### src/rtl/dx_pkg.sv
package dx_pkg;

  localparam int WORD_W     = 32;
  localparam int DESC_BYTES = 16;

  typedef enum logic [1:0] {SZ_BYTE = 2'd0, SZ_HALF = 2'd1, SZ_FULL = 2'd2} unit_sz_e;
  typedef enum logic [1:0] {AM_HOLD = 2'd0, AM_UP = 2'd1, AM_DOWN = 2'd2} addr_mode_e;
  typedef enum logic [1:0] {XM_NORMAL = 2'd0, XM_REPEAT = 2'd1, XM_BLOCK = 2'd2} xfer_mode_e;

  typedef enum logic [3:0] {
    ST_IDLE, ST_FETCH, ST_FWAIT, ST_RD, ST_RWAIT, ST_WR,
    ST_STEP, ST_FIN, ST_WB, ST_NEXT, ST_DONE
  } st_e;

  typedef struct packed {
    logic       chain_zero;
    logic       chain_en;
    logic       area_src;
    logic [1:0] xmode;
    logic [1:0] dmode;
    logic [1:0] smode;
    logic [1:0] usz;
  } ctrl_t;

  function automatic ctrl_t decode_ctrl(input logic [10:0] w);
    ctrl_t c;
    c.usz        = w[1:0];
    c.smode      = w[3:2];
    c.dmode      = w[5:4];
    c.xmode      = w[7:6];
    c.area_src   = w[8];
    c.chain_en   = w[9];
    c.chain_zero = w[10];
    return c;
  endfunction

  function automatic logic [8:0] units_of(input logic [7:0] v);
    return (v == 8'd0) ? 9'd256 : {1'b0, v};
  endfunction

  function automatic logic [WORD_W-1:0] fit_unit(input logic [WORD_W-1:0] v, input logic [1:0] sz);
    case (sz)
      SZ_BYTE: return {24'd0, v[7:0]};
      SZ_HALF: return {16'd0, v[15:0]};
      default: return v;
    endcase
  endfunction

endpackage

### src/rtl/dx_addr_unit.sv
module dx_addr_unit
  import dx_pkg::*;
#(
  parameter int AW = 32
) (
  input  logic          clk,
  input  logic          rst_n,
  input  logic          load,
  input  logic [AW-1:0] load_val,
  input  logic          step,
  input  logic          rewind,
  input  logic [8:0]    rewind_units,
  input  logic [1:0]    mode,
  input  logic [1:0]    usz,
  output logic [AW-1:0] addr
);

  logic [AW-1:0] unit_bytes;
  logic [AW-1:0] back_off;

  assign unit_bytes = AW'(1) << usz;
  assign back_off   = AW'(rewind_units) << usz;

  always_ff @(posedge clk) begin
    if (!rst_n) begin
      addr <= '0;
    end else if (load) begin
      addr <= load_val;
    end else if (step) begin
      if (mode == AM_UP)        addr <= addr + unit_bytes;
      else if (mode == AM_DOWN) addr <= addr - unit_bytes;
    end else if (rewind) begin
      if (mode == AM_UP)        addr <= addr - back_off;
      else if (mode == AM_DOWN) addr <= addr + back_off;
    end
  end

endmodule

### src/rtl/dx_count_unit.sv
module dx_count_unit
  import dx_pkg::*;
(
  input  logic              clk,
  input  logic              rst_n,
  input  logic              load,
  input  logic [WORD_W-1:0] load_word,
  input  logic              is_repeat,
  input  logic              dec,
  output logic [WORD_W-1:0] word,
  output logic              hit_zero,
  output logic              wrap_next,
  output logic [8:0]        blk_units,
  output logic [8:0]        rld_units
);

  logic [7:0]  top8;
  logic [7:0]  bsz8;
  logic [15:0] cnt16;

  assign word      = {top8, bsz8, cnt16};
  assign wrap_next = (cnt16[7:0] == 8'd1);
  assign blk_units = units_of(bsz8);
  assign rld_units = units_of(cnt16[15:8]);

  always_ff @(posedge clk) begin
    if (!rst_n) begin
      top8     <= '0;
      bsz8     <= '0;
      cnt16    <= '0;
      hit_zero <= 1'b0;
    end else if (load) begin
      top8     <= load_word[31:24];
      bsz8     <= load_word[23:16];
      cnt16    <= load_word[15:0];
      hit_zero <= 1'b0;
    end else if (dec) begin
      if (is_repeat) begin
        if (wrap_next) begin
          cnt16[7:0] <= cnt16[15:8];
          hit_zero   <= 1'b1;
        end else begin
          cnt16[7:0] <= cnt16[7:0] - 8'd1;
          hit_zero   <= 1'b0;
        end
      end else begin
        cnt16    <= cnt16 - 16'd1;
        hit_zero <= (cnt16 == 16'd1);
      end
    end
  end

endmodule

### src/rtl/desc_xfer_ctrl.sv
module desc_xfer_ctrl
  import dx_pkg::*;
#(
  parameter int AW = 32
) (
  input  logic              clk,
  input  logic              rst_n,
  input  logic              act_start,
  input  logic [AW-1:0]     act_base,
  output logic              done,
  output logic              mem_req_valid,
  input  logic              mem_req_ready,
  output logic              mem_req_write,
  output logic [AW-1:0]     mem_req_addr,
  output logic [1:0]        mem_req_size,
  output logic [WORD_W-1:0] mem_req_wdata,
  input  logic              mem_rsp_valid,
  input  logic [WORD_W-1:0] mem_rsp_data
);

  localparam int NSIDE = 2;

  st_e               st;
  logic [AW-1:0]     base;
  logic [1:0]        widx;
  ctrl_t             cfg;
  logic [WORD_W-1:0] dbuf;
  logic [8:0]        left;

  logic              rsp_take;
  logic              area_hit;
  logic [8:0]        rw_units;
  logic [NSIDE-1:0]  ld_a, stp_a, rw_a;
  logic [1:0]        mode_a [NSIDE];
  logic [AW-1:0]     addr_a [NSIDE];

  logic              cnt_ld, cnt_dec, cnt_zero, cnt_wrap;
  logic [WORD_W-1:0] cnt_word;
  logic [8:0]        cnt_bunits, cnt_runits;

  logic [AW-1:0]     desc_addr;
  logic [WORD_W-1:0] wb_word;
  logic              take_chain;

  assign rsp_take  = (st == ST_FWAIT) && mem_rsp_valid;
  assign cnt_ld    = rsp_take && (widx == 2'd3);
  assign cnt_dec   = (st == ST_FIN);
  assign area_hit  = (st == ST_FIN) &&
                     ((cfg.xmode == XM_BLOCK) || ((cfg.xmode == XM_REPEAT) && cnt_wrap));
  assign rw_units  = (cfg.xmode == XM_BLOCK) ? cnt_bunits : cnt_runits;
  assign desc_addr = base + AW'({widx, 2'b00});
  assign take_chain = cfg.chain_en && (!cfg.chain_zero || cnt_zero);

  always_comb begin
    ld_a[0]   = rsp_take && (widx == 2'd1);
    ld_a[1]   = rsp_take && (widx == 2'd2);
    stp_a     = {NSIDE{st == ST_STEP}};
    rw_a[0]   = area_hit && cfg.area_src;
    rw_a[1]   = area_hit && !cfg.area_src;
    mode_a[0] = cfg.smode;
    mode_a[1] = cfg.dmode;
  end

  for (genvar g = 0; g < NSIDE; g++) begin : g_side
    dx_addr_unit #(.AW(AW)) u_addr (
      .clk          (clk),
      .rst_n        (rst_n),
      .load         (ld_a[g]),
      .load_val     (mem_rsp_data[AW-1:0]),
      .step         (stp_a[g]),
      .rewind       (rw_a[g]),
      .rewind_units (rw_units),
      .mode         (mode_a[g]),
      .usz          (cfg.usz),
      .addr         (addr_a[g])
    );
  end

  dx_count_unit u_count (
    .clk       (clk),
    .rst_n     (rst_n),
    .load      (cnt_ld),
    .load_word (mem_rsp_data),
    .is_repeat (cfg.xmode == XM_REPEAT),
    .dec       (cnt_dec),
    .word      (cnt_word),
    .hit_zero  (cnt_zero),
    .wrap_next (cnt_wrap),
    .blk_units (cnt_bunits),
    .rld_units (cnt_runits)
  );

  always_ff @(posedge clk) begin
    if (!rst_n) begin
      st   <= ST_IDLE;
      base <= '0;
      widx <= '0;
      cfg  <= '0;
      dbuf <= '0;
      left <= '0;
    end else begin
      case (st)
        ST_IDLE: if (act_start) begin
          base <= act_base;
          widx <= 2'd0;
          st   <= ST_FETCH;
        end
        ST_FETCH: if (mem_req_ready) st <= ST_FWAIT;
        ST_FWAIT: if (mem_rsp_valid) begin
          if (widx == 2'd0) cfg <= decode_ctrl(mem_rsp_data[10:0]);
          if (widx == 2'd3) begin
            left <= (cfg.xmode == XM_BLOCK) ? units_of(mem_rsp_data[23:16]) : 9'd1;
            st   <= ST_RD;
          end else begin
            widx <= widx + 2'd1;
            st   <= ST_FETCH;
          end
        end
        ST_RD: if (mem_req_ready) st <= ST_RWAIT;
        ST_RWAIT: if (mem_rsp_valid) begin
          dbuf <= fit_unit(mem_rsp_data, cfg.usz);
          st   <= ST_WR;
        end
        ST_WR: if (mem_req_ready) st <= ST_STEP;
        ST_STEP: begin
          left <= left - 9'd1;
          st   <= (left == 9'd1) ? ST_FIN : ST_RD;
        end
        ST_FIN: begin
          widx <= 2'd1;
          st   <= ST_WB;
        end
        ST_WB: if (mem_req_ready) begin
          if (widx == 2'd3) st <= ST_NEXT;
          else              widx <= widx + 2'd1;
        end
        ST_NEXT: begin
          if (take_chain) begin
            base <= base + AW'(DESC_BYTES);
            widx <= 2'd0;
            st   <= ST_FETCH;
          end else begin
            st <= ST_DONE;
          end
        end
        ST_DONE: st <= ST_IDLE;
        default: st <= ST_IDLE;
      endcase
    end
  end

  always_comb begin
    wb_word = '0;
    case (widx)
      2'd1:    wb_word[AW-1:0] = addr_a[0];
      2'd2:    wb_word[AW-1:0] = addr_a[1];
      2'd3:    wb_word = cnt_word;
      default: wb_word = '0;
    endcase
  end

  always_comb begin
    mem_req_valid = 1'b0;
    mem_req_write = 1'b0;
    mem_req_addr  = '0;
    mem_req_size  = SZ_FULL;
    mem_req_wdata = '0;
    case (st)
      ST_FETCH: begin
        mem_req_valid = 1'b1;
        mem_req_addr  = desc_addr;
      end
      ST_RD: begin
        mem_req_valid = 1'b1;
        mem_req_addr  = addr_a[0];
        mem_req_size  = cfg.usz;
      end
      ST_WR: begin
        mem_req_valid = 1'b1;
        mem_req_write = 1'b1;
        mem_req_addr  = addr_a[1];
        mem_req_size  = cfg.usz;
        mem_req_wdata = dbuf;
      end
      ST_WB: begin
        mem_req_valid = 1'b1;
        mem_req_write = 1'b1;
        mem_req_addr  = desc_addr;
        mem_req_wdata = wb_word;
      end
      default: ;
    endcase
  end

  assign done = (st == ST_DONE);

endmodule

### config.mk
export PLATFORM = sky130hd
export DESIGN_NAME = desc_xfer_ctrl
export DESIGN_NICKNAME = d
export VERILOG_FILES = /design/src/rtl/dx_pkg.sv /design/src/rtl/dx_addr_unit.sv /design/src/rtl/dx_count_unit.sv /design/src/rtl/desc_xfer_ctrl.sv
export SDC_FILE = /design/constraint.sdc
export NUM_CORES = 1
export LEC_CHECK = 0
export BUFFER_PORTS_ARGS = -buffer_cell sky130_fd_sc_hd__buf_4
export CAP_MARGIN = 5
export CELL_PAD_IN_SITES_DETAIL_PLACEMENT = 0
export CELL_PAD_IN_SITES_GLOBAL_PLACEMENT = 1
export CORE_UTILIZATION = 40
export DETAILED_ROUTE_END_ITERATION = 7
export PLACE_DENSITY = 0.75
export SLEW_MARGIN = 20
export SYNTH_ARGS = -nofsm -noshare
export SYNTH_HDL_FRONTEND = slang
export SYNTH_SLANG_ARGS = --single-unit
### constraint.sdc
create_clock -name clk -period 6.24 [get_ports clk]
set_input_delay 0.624 -clock clk [delete_from_list [all_inputs] [get_ports clk]]
set_output_delay 0.624 -clock clk [all_outputs]
set_load 0.02 [all_outputs]
==> results.md, run 1 <==
- Setup Crit Path Kind: flop to flop
- Global-route wire length before repair: 95200 µm
- Synth async-reset ratio: 0%
- Placed cell areas: 16700 µm²
- Endpoint arrival time on the critical path: 6.27 ns
- CP endpoint kind: flop
- # rows: 71
- RR Endpoint: g_side[0].u_addr.addr[30]$_SDFFE_PN0P_
- Setup-failing EPs final: 0
- Routed Antenna Nets: 0
- Gr ovfl total: 0
- Clk slew on worst S/H paths: 0.07 ns
- Worst Max-Slew Pin Slew: 1.12 ns
- Clk sink count: 187
- Critical path data required time: 6.63 ns
- R2R depth: 22
- Final HPWL from detailed placement: 46000 µm
- GR Util met3: 4.78%
- Setup crit start: cfg[6]$_SDFFE_PN0P_
- Via Count: 16800
- Initial core utilization: 40.6%
- Gr usage total: 32.0%
- Core ar.: 37600 µm²
- Placed Cells: 2679
- Outcome: completed
- Routing usage on met2: 52.8%
- Worst Path Max Fanout: 13
- Cell area after layout: 17500 µm²
- Max-cap violations: 0
- Vias in the first global route: 15600
- Final core occ: 46.6%
- Power Density: 264 nW/µm²
- Syn_nets: 2286
- Fin nets: 2340
- First-pass detailed-route iteration total: 6
- I/O pin cnt: 138
- RSZ-0062 raised after global routing: false
- I/O Buffers: 137
- CTS tree: done
- Met1 Use GR: 42.0%
- Die Ht: 197 µm
- Clock Skews: 0.0147 ns
- Critical path endpoint: g_side[0].u_addr.addr[30]$_SDFFE_PN0P_
- DP Worst Slack: -0.0736 ns
- Total Die Area: 38900 µm²
- TritonCTS Buffers: 17
- Post-synthesis register bit count: 187
- Hold crit path type: input pin to flop
- CTS Root Cell: clkbuf_16
- Syn Inst Count: 2134
- Startpoint types: flop
- Area Overhead vs Synth: 14.8%
- YS warnings: 0
- Via/cell ratio: 6.20
- Finished Layout Cells: 2712
- Total Wirelength: 62800 µm
- Post-synthesis area per instance: 7.15 µm²
- Slew margin rel.: 24.9%
- Top_reg_cell synth: dfxtp_1
- Initial antenna violation count: 0
- Final Hold Viols: 0
- Max IR drop VDD: 0.000225 V
- Tcrit/Tclk final: 94.2%
- Worst-Skew Late Latency: 0.47 ns
- Slew Viols, Final: 0
- Hold Buf Count CTS: 0
- EDFF count, synth: 0
- Leak: 6.92 nW
- Placer Congestion: 0.986
- Reg2reg setup slack: 0.36 ns
- Sequential area share after synthesis: 24.5%
- Share of layout cells above drive strength 1: 12.6%
- RR Startpoint: cfg[6]$_SDFFE_PN0P_
- Gr busiest metal: met2
- # diodes: 0
- CTS HTree Levels: 4
- Initial detailed-routing violation count: 1895
- Pin count of the biggest net entering global routing: 140
- Commonest non-fill, non-tap cells in the layout: nand2_1 (322), a21oi_1 (250), buf_4 (186)
- Post-Syn Area: 15200 µm²
- Final WS setup: 0.359 ns
- Commonest non-fill, non-tap cell in the layout: nand2_1
- Die X: 197 µm
- Clock period minus final worst setup slack: 5.88 ns
- Fmax: 0.170 GHz
- Drt drc: 0
- Wire length per cell: 23.2 µm
- Netlist cell types: 86
- Clock Path Buffers: 2
cell usage after synthesis (10+ instances only):
cell | count | area (µm²)
a221oi_1 | 15 | 131
or3_1 | 15 | 93.8
a211oi_1 | 22 | 165
a21oi_1 | 251 | 1260
dfxtp_1 | 187 | 3740
o211ai_1 | 14 | 105
a31oi_1 | 19 | 119
a211o_1 | 10 | 87.6
a21o_1 | 29 | 218
and3_1 | 32 | 200
o21ai_0 | 149 | 746
and2_1 | 15 | 93.8
mux2i_1 | 14 | 140
o21a_1 | 13 | 97.6
xor2_1 | 42 | 368
nand4_1 | 15 | 93.8
ha_1 | 80 | 1000
a22oi_1 | 106 | 796
nor3_1 | 45 | 225
a222oi_1 | 32 | 320
nand3_1 | 82 | 410
xnor2_1 | 75 | 657
nand2b_1 | 18 | 113
nor4_1 | 10 | 62.6
nor2_1 | 181 | 679
inv_1 | 43 | 161
o31ai_1 | 10 | 75.1
nand2_1 | 322 | 1210
clkbuf_1 | 140 | 526
worst min path at each step:
| stage | slack, ns | end | cells past startpoint | start |
|---|---|---|---|---|
| 2_1_floorplan | 0.43 | base[0]$_SDFFE_PN0P_ | 2 | base[0]$_SDFFE_PN0P_ |
| 3_3_place_gp | 0.44 | dbuf[29]$_SDFFE_PN0P_ | 2 | dbuf[29]$_SDFFE_PN0P_ |
| 3_5_place_dp | 0.45 | dbuf[27]$_SDFFE_PN0P_ | 2 | dbuf[27]$_SDFFE_PN0P_ |
| 4_1_cts | 0.39 | base[3]$_SDFFE_PN0P_ | 3 | act_base[3] |
| 5_1_grt | 0.39 | base[3]$_SDFFE_PN0P_ | 3 | act_base[3] |
| 6_report | 0.42 | base[1]$_SDFFE_PN0P_ | 3 | act_base[1] |
sequential cells by signal, indices dropped and copies added (netlist names):
register	cells
left	9
u_count.bsz8	8
dbuf	32
widx	2
u_count.hit_zero	1
st	4
u_count.cnt16	16
base	32
cfg	11
g_side.u_addr.addr	64
u_count.top8	8
power breakdown:
part / internal, mW / total, mW / switching, mW / leakage, nW
Clock: 0.725 / 1.27 / 0.545 / 0.302
Combinational: 0.728 / 1.96 / 1.23 / 5.11
Sequential: 1.27 / 1.39 / 0.123 / 1.51
Total: 2.72 / 4.62 / 1.90 / 6.92
logic make-up after synthesis:
family	share of synthesized area, %
DFF	24.5
AOI/OAI and AO/OA	31.2
xor gates and xnor gates	6.72
buffers and inverters	5.07
adders and majority gates	6.96
and+or+nand+nor	23.5
muxes	1.98
cell type report:
type,count,area (µm²)
clock buffers,19,443
clock inverters,13,214
fillers,3861,20100
inverters,45,176
multi-input cells,1750,10900
flip-flops and latches,187,3750
well taps,511,639
repair buffers,187,1420
stage by stage:
step / power (mW) / hold WS (ns) / setup TNS (ns)
finish: 4.62 / 0.420 / 0
detailed placement: 3.31 / 0.445 / -0.0926
global route: 4.88 / 0.391 / 0
floorplan: 2.77 / 0.432 / 0
global placement: 3.30 / 0.438 / 0
CTS: 4.58 / 0.394 / 0
what timing repair did:
item / CTS / global route
pin swaps: 0 / 3
buffers inserted: 0 / 1
endpoints found under the setup margin: 5 / 18
resized for setup: 3 / 20
layer usage:
metal  up-vias  share of wire (%)
met5         -                  0
met4         0                3.7
met3        90                6.7
met2       685                 46
met1      8116                 43
li1       7928                  -
worst max-delay path, stage by stage (launching register included):
cell and delay, ns:
dfxtp_2 0.40, nand2b_4 0.20, buf_4 0.23, mux4_2 0.47
a221o_1 0.45, or4_4 0.56, o211a_1 0.15, a211o_1 0.29
nor3_4 0.23, nand2_1 0.13, o211ai_4 0.14, nand2_1 0.09
ha_2 0.31, and4_1 0.25, a21oi_1 0.15, o21ai_0 0.11
a21oi_1 0.15, o21ai_1 0.14, a221oi_2 0.32, nor3_1 0.09
or3_1 0.37, or4_1 0.40, a31oi_1 0.16
No activity file was read; power rests on OpenSTA's default activity.
==> run 2: changes to the inputs <==
--- a/config.mk
+++ b/config.mk
@@ -9,9 +9,10 @@
 export CAP_MARGIN = 5
 export CELL_PAD_IN_SITES_DETAIL_PLACEMENT = 0
 export CELL_PAD_IN_SITES_GLOBAL_PLACEMENT = 1
-export CORE_UTILIZATION = 40
+export CORE_UTILIZATION = 48
 export DETAILED_ROUTE_END_ITERATION = 7
-export PLACE_DENSITY = 0.75
+export MAX_ROUTING_LAYER = met4
+export PLACE_DENSITY = 0.85
 export SLEW_MARGIN = 20
 export SYNTH_ARGS = -nofsm -noshare
 export SYNTH_HDL_FRONTEND = slang
==> constraint.sdc (replaced) <==
create_clock -name clk -period 7 [get_ports clk]
set_input_delay 0.7 -clock clk [delete_from_list [all_inputs] [get_ports clk]]
set_output_delay 0.7 -clock clk [all_outputs]
set_load 0.02 [all_outputs]
==> run 2 against run 1 <==
Net effect:
- combinational power shrank 12%
- utilization grew 8.6 points
- sequential share of layout area grew 0.53 points
- critical path depth grew 5
- critical path type unchanged
==> results.md, run 2 (same netlist as run 1, synthesis figures left out) <==
- DR WL met3: 4600 µm
- Critical path data required time: 7.39 ns
- First-pass detailed-route iteration total: 6
- I/O pin cnt: 138
- Worst-Skew Late Latency: 0.47 ns
- CTS HTree Levels: 4
- Commonest non-fill, non-tap cell in the layout: nand2_1
- Setup-failing EPs final: 0
- Register area: 3740 µm²
- Final HPWL from detailed placement: 44600 µm
- Slew Viols, Final: 0
- Worst Path Max Fanout: 10
- Initial antenna violation count: 0
- Clock period minus final worst setup slack: 6.49 ns
- Clk slew on worst S/H paths: 0.08 ns
- # diodes: 0
- Initial detailed-routing violation count: 1689
- Layout fillers: 3023
- CTS resizes: 0
- Total Wirelength: 61800 µm
- Routed Antenna Nets: 0
- Startpoint types: flop
- Via Count: 17000
- Clock Path Buffers: 2
- TritonCTS Buffers: 17
- Gr ovfl total: 0
- Placed cell areas: 16500 µm²
- Cell area after layout: 17100 µm²
- Total Die Area: 32500 µm²
- Slew margin rel.: 27.0%
- CTS tree: done
- Hold crit path type: flop to flop
- Area of the multi-input gates: 10800 µm²
- Endpoint arrival time on the critical path: 6.88 ns
- Vias in the first global route: 15700
- Placer Congestion: 1.02
- Worst Max-Slew Pin Slew: 1.09 ns
- Finished Layout Cells: 2580
- Gr usage total: 38.5%
- Placed Cells: 2548
- CTS Root Cell: clkbuf_16
- Via/cell ratio: 6.57
- RSZ-0062 raised after global routing: false
- Max IR drop VDD: 0.000210 V
- Clk sink count: 187
- Post-CTS setup repair buffer count: 0
- I/O Buffers: 137
- Die Ht: 180 µm
- Initial core utilization: 49.3%
- Leak: 6.82 nW
- CP endpoint kind: flop
- RR Endpoint: g_side[0].u_addr.addr[30]$_SDFFE_PN0P_
- Core ar.: 30900 µm²
- Clock Skews: 0.0177 ns
- Top Metal Used: met4
- Setup TNS: 0 ns
- Pin count of the biggest net entering global routing: 118
- Fin nets: 2323
- # rows: 64
- Setup crit start: cfg[6]$_SDFFE_PN0P_
- Reg2reg setup slack: 0.51 ns
- Drt drc: 0
- Critical path endpoint: g_side[0].u_addr.addr[30]$_SDFFE_PN0P_
- Total power: 4.03 mW
- Commonest non-fill, non-tap cells in the layout: nand2_1 (322), a21oi_1 (249), dfxtp_1 (187)
- Power Density: 236 nW/µm²
- Outcome: completed
- Area Overhead vs Synth: 12.0%
- Final Hold Viols: 0
- Share of layout cells above drive strength 1: 11.4%
- RR Startpoint: cfg[6]$_SDFFE_PN0P_
- Metal2 WL: 28300 µm
- Largest regs: g_side.u_addr.addr (64), base (32), dbuf (32)
- Wire length per cell: 24.0 µm
- Max reg flops: 64
- Hold Buf Count CTS: 0
- Max-cap violations: 0
- R2R depth: 27
- Die X: 180 µm
- Biggest register: g_side.u_addr.addr
- Met1 WL: 25400 µm
- Fmax: 0.154 GHz
- Global-route wire length before repair: 93800 µm
- Tcrit/Tclk final: 92.7%
- Setup Crit Path Kind: flop to flop
==> run 2: changes by cell type in the layout (fill, tap and decap cells not counted), moves of 3 or more <==
cell / before / now
inv_6: 2 / 5
ha_1: 75 / 78
ha_2: 5 / 2
bufinv_16: 5 / 2
clkinvlp_4: 5 / 1
buf_4: 186 / 170
==> run 2: routing by layer <==
metal / up-vias / track usage (%)
met5: - / -
met4: 0 / 20.6
met3: 166 / 5.36
met2: 781 / 60.9
met1: 8121 / 47.5
li1: 7892 / -
==> run 2: metrics by stage <==
step / hold WS (ns) / setup slack [ns] / util [%]
global route: 0.474 / 0.0462 / 55.2
finish: 0.454 / 0.512 / 55.2
global placement: 0.438 / 0.678 / 53.2
detailed placement: 0.444 / 0.527 / 53.3
floorplan: 0.432 / 1.12 / -
CTS: 0.454 / 0.495 / 55.2
==> run 2: layout make-up <==
class | count | area share [%]
tap | 396 | 2.90
sequential | 187 | 21.9
timing repair buffer | 170 | 7.47
clock buffer | 19 | 2.65
inverter | 45 | 1.02
multi-input combinational | 1750 | 63.1
clock inverter | 13 | 0.894
==> run 2: worst min-delay path by stage <==
stage                     startpoint                    end  slack (ns)  cells past startpoint
4_1_cts         dbuf[9]$_SDFFE_PN0P_   dbuf[9]$_SDFFE_PN0P_        0.45                      2
2_1_floorplan   base[0]$_SDFFE_PN0P_   base[0]$_SDFFE_PN0P_        0.43                      2
6_report       dbuf[29]$_SDFFE_PN0P_  dbuf[29]$_SDFFE_PN0P_        0.45                      2
3_5_place_dp    dbuf[9]$_SDFFE_PN0P_   dbuf[9]$_SDFFE_PN0P_        0.44                      2
5_1_grt        dbuf[13]$_SDFFE_PN0P_  dbuf[13]$_SDFFE_PN0P_        0.47                      2
3_3_place_gp   dbuf[29]$_SDFFE_PN0P_  dbuf[29]$_SDFFE_PN0P_        0.44                      2
==> run 2: where the power goes <==
part | internal (mW) | switching (mW) | leakage, nW
clock | 0.556 | 0.509 | 0.299
sequential | 1.13 | 0.109 | 1.51
combinational | 0.625 | 1.10 | 5.01
total | 2.31 | 1.72 | 6.82
==> run 2: critical path: stages (launching register included) <==
cell,delay [ns]
dfxtp_1,0.42
nand2b_1,0.15
buf_4,0.18
mux2i_1,0.33
nor2_1,0.18
inv_1,0.14
ha_1,0.22
inv_1,0.11
a221o_1,0.32
or4_4,0.56
o211a_1,0.15
a211o_1,0.27
nor3_2,0.24
nand2_1,0.10
o211ai_2,0.22
nand2_1,0.12
ha_1,0.38
and4_1,0.26
a21oi_1,0.15
o21ai_0,0.10
a21oi_1,0.15
o21ai_0,0.09
buf_4,0.16
a221oi_2,0.33
nor3_1,0.10
or3_1,0.38
or4_1,0.42
a31oi_1,0.16
==> run 3: changes to the inputs <==
--- a/config.mk
+++ b/config.mk
@@ -13,6 +13,7 @@
 export DETAILED_ROUTE_END_ITERATION = 7
 export MAX_ROUTING_LAYER = met4
 export PLACE_DENSITY = 0.85
+export RECOVER_POWER = 50
 export SLEW_MARGIN = 20
 export SYNTH_ARGS = -nofsm -noshare
 export SYNTH_HDL_FRONTEND = slang
==> run 3 against run 2 <==
Net effect:
- the flow now finishes with violations (capacitance limit, slew limit)
- global-route usage did not move
- first-iteration DRC count is 4.1% higher
- setup slack worse by 0.043 ns
- final cell count about the same
- combinational power barely moved
- critical path type unchanged
==> results.md, run 3 (same netlist as run 1, synthesis figures left out) <==
- Outcome: finished with violations
- Failing checks: capacitance limit, slew limit
- Worst-Skew Late Latency: 0.48 ns
- I/O Buffers: 137
- Pin count of the biggest net entering global routing: 118
- Crit path buf inv count: 4
- Initial antenna violation count: 0
- Die X: 180 µm
- Critical path data required time: 7.39 ns
- Layout fillers: 3049
- Endpoint arrival time on the critical path: 6.92 ns
- Largest regs: g_side.u_addr.addr (64), base (32), dbuf (32)
- Post-CTS setup repair buffer count: 0
- Vias in the first global route: 15700
- Slew Viols, Final: 213
- Area Overhead vs Synth: 11.5%
- CTS HTree Levels: 4
- Initial core utilization: 49.3%
- Total Wirelength: 61800 µm
- Gr ovfl total: 0
- Fmax: 0.153 GHz
- CP max stage delay: 0.56 ns
- I/O pin cnt: 138
- Slowest CP cell: or4_4
- Max-cap violations: 4
- Fin nets: 2323
- Clk slew on worst S/H paths: 0.08 ns
- CTS tree: done
- Routed Antenna Nets: 0
- Final Hold Viols: 0
- Clk sink count: 187
- Placed Cells: 2548
- Biggest register: g_side.u_addr.addr
- Via Count: 16900
- Clock period minus final worst setup slack: 6.53 ns
- Setup TNS: 0 ns
- # rows: 64
- Final HPWL from detailed placement: 44600 µm
- Placer Congestion: 1.02
- Critical path's top delay family: simple AND/OR/NAND/NOR gates
- Via/cell ratio: 6.57
- Setup Crit Path Kind: flop to flop
- Worst Max-Slew Pin Slew: 3.41 ns
- Clock Path Buffers: 2
- Wire length per cell: 23.9 µm
- Drt drc: 0
- Gr usage total: 38.5%
- Register area: 3740 µm²
- Area of the multi-input gates: 10800 µm²
- Tcrit/Tclk final: 93.3%
- Startpoint types: flop
- Final core occ: 55.0%
- Share of layout cells above drive strength 1: 10.5%
- Clock Skews: 0.0153 ns
- Total Die Area: 32500 µm²
- CP endpoint kind: flop
- TritonCTS Buffers: 17
- Hold Buf Count CTS: 0
- Commonest non-fill, non-tap cells in the layout: nand2_1 (322), a21oi_1 (249), dfxtp_1 (187)
- Global-route wire length before repair: 93800 µm
- Hold crit path type: flop to flop
- Power Density: 236 nW/µm²
- Commonest non-fill, non-tap cell in the layout: nand2_1
- CTS resizes: 0
- Max IR drop VDD: 0.000212 V
- Slew margin rel.: -128%
- Die Ht: 180 µm
- Finished Layout Cells: 2581
- First-pass detailed-route iteration total: 6
- RSZ-0062 raised after global routing: false
- Worst Path Max Fanout: 10
- Core ar.: 30900 µm²
- Initial detailed-routing violation count: 1759
- Max reg flops: 64
- Setup-failing EPs final: 0
- Leak: 6.75 nW
- CTS Root Cell: clkbuf_16
[run 3: cell types whose count changed in the layout (fill, tap and decap cells not counted), sizes merged]
cell    before  now
buf        170  152
clkbuf      19   37
inv         51   50
clkinv       4    5
diode        0    1
[run 3: final cells by class]
cell class / instances / share of cell area (%)
well taps: 396 / 2.91
inverters: 45 / 1.02
multi-input cells: 1750 / 63.4
diodes: 1 / 0.0147
repair buffers: 170 / 7.11
clock buffers: 19 / 2.66
clock inverters: 13 / 0.897
flip-flops and latches: 187 / 22.0
[run 3: per-stage QoR]
step                      setup slack [ns]  power [mW]  hold slack, ns  area [µm²]
after global routing                0.0462        4.23           0.474       17000
after CTS                            0.495        3.99           0.454       17100
after global placement               0.678        2.92           0.438       16500
after floorplan                       1.12        2.47           0.432       15200
after detailed placement             0.527        2.94           0.444       16500
final                                0.469        4.02           0.455       17000
[run 3: final timing paths]
check	startpoint	to	slack (ns)	cells after the start
hold / removal	dbuf[31]$_SDFFE_PN0P_	dbuf[31]$_SDFFE_PN0P_	0.45	2
setup / recovery	cfg[6]$_SDFFE_PN0P_	g_side[0].u_addr.addr[30]$_SDFFE_PN0P_	0.47	27
hold reg to reg	dbuf[31]$_SDFFE_PN0P_	dbuf[31]$_SDFFE_PN0P_	0.45	2
setup reg to reg	cfg[6]$_SDFFE_PN0P_	g_side[0].u_addr.addr[30]$_SDFFE_PN0P_	0.47	27
[run 3: power breakdown]
part	internal [mW]	switching [mW]
clock network	0.556	0.508
registers	1.13	0.109
logic	0.619	1.10
[run 3: worst register-to-register path, stage by stage (launching register included)]
cell      delay [ns]
dfxtp_1         0.43
nand2b_1        0.16
buf_4           0.18
mux2i_1         0.33
nor2_1          0.18
inv_1           0.14
ha_1            0.22
inv_1           0.11
a221o_1         0.32
or4_4           0.56
o211a_1         0.15
a211o_1         0.27
nor3_2          0.24
nand2_1         0.10
o211ai_2        0.22
nand2_1         0.12
ha_1            0.39
and4_1          0.27
a21oi_1         0.15
o21ai_0         0.10
a21oi_1         0.15
o21ai_0         0.10
buf_4           0.16
a221oi_2        0.32
nor3_1          0.11
or3_1           0.39
or4_1           0.42
a31oi_1         0.18
[run 3: layer usage]
layer / GRT usage [%] / wire length, µm / vias to the layer above
met2: 60.9 / 28300 / 798
met4: 20.6 / 3610 / 0
met5: - / 0 / -
met3: 5.36 / 4580 / 167
li1: - / - / 7882
met1: 47.5 / 25300 / 8099
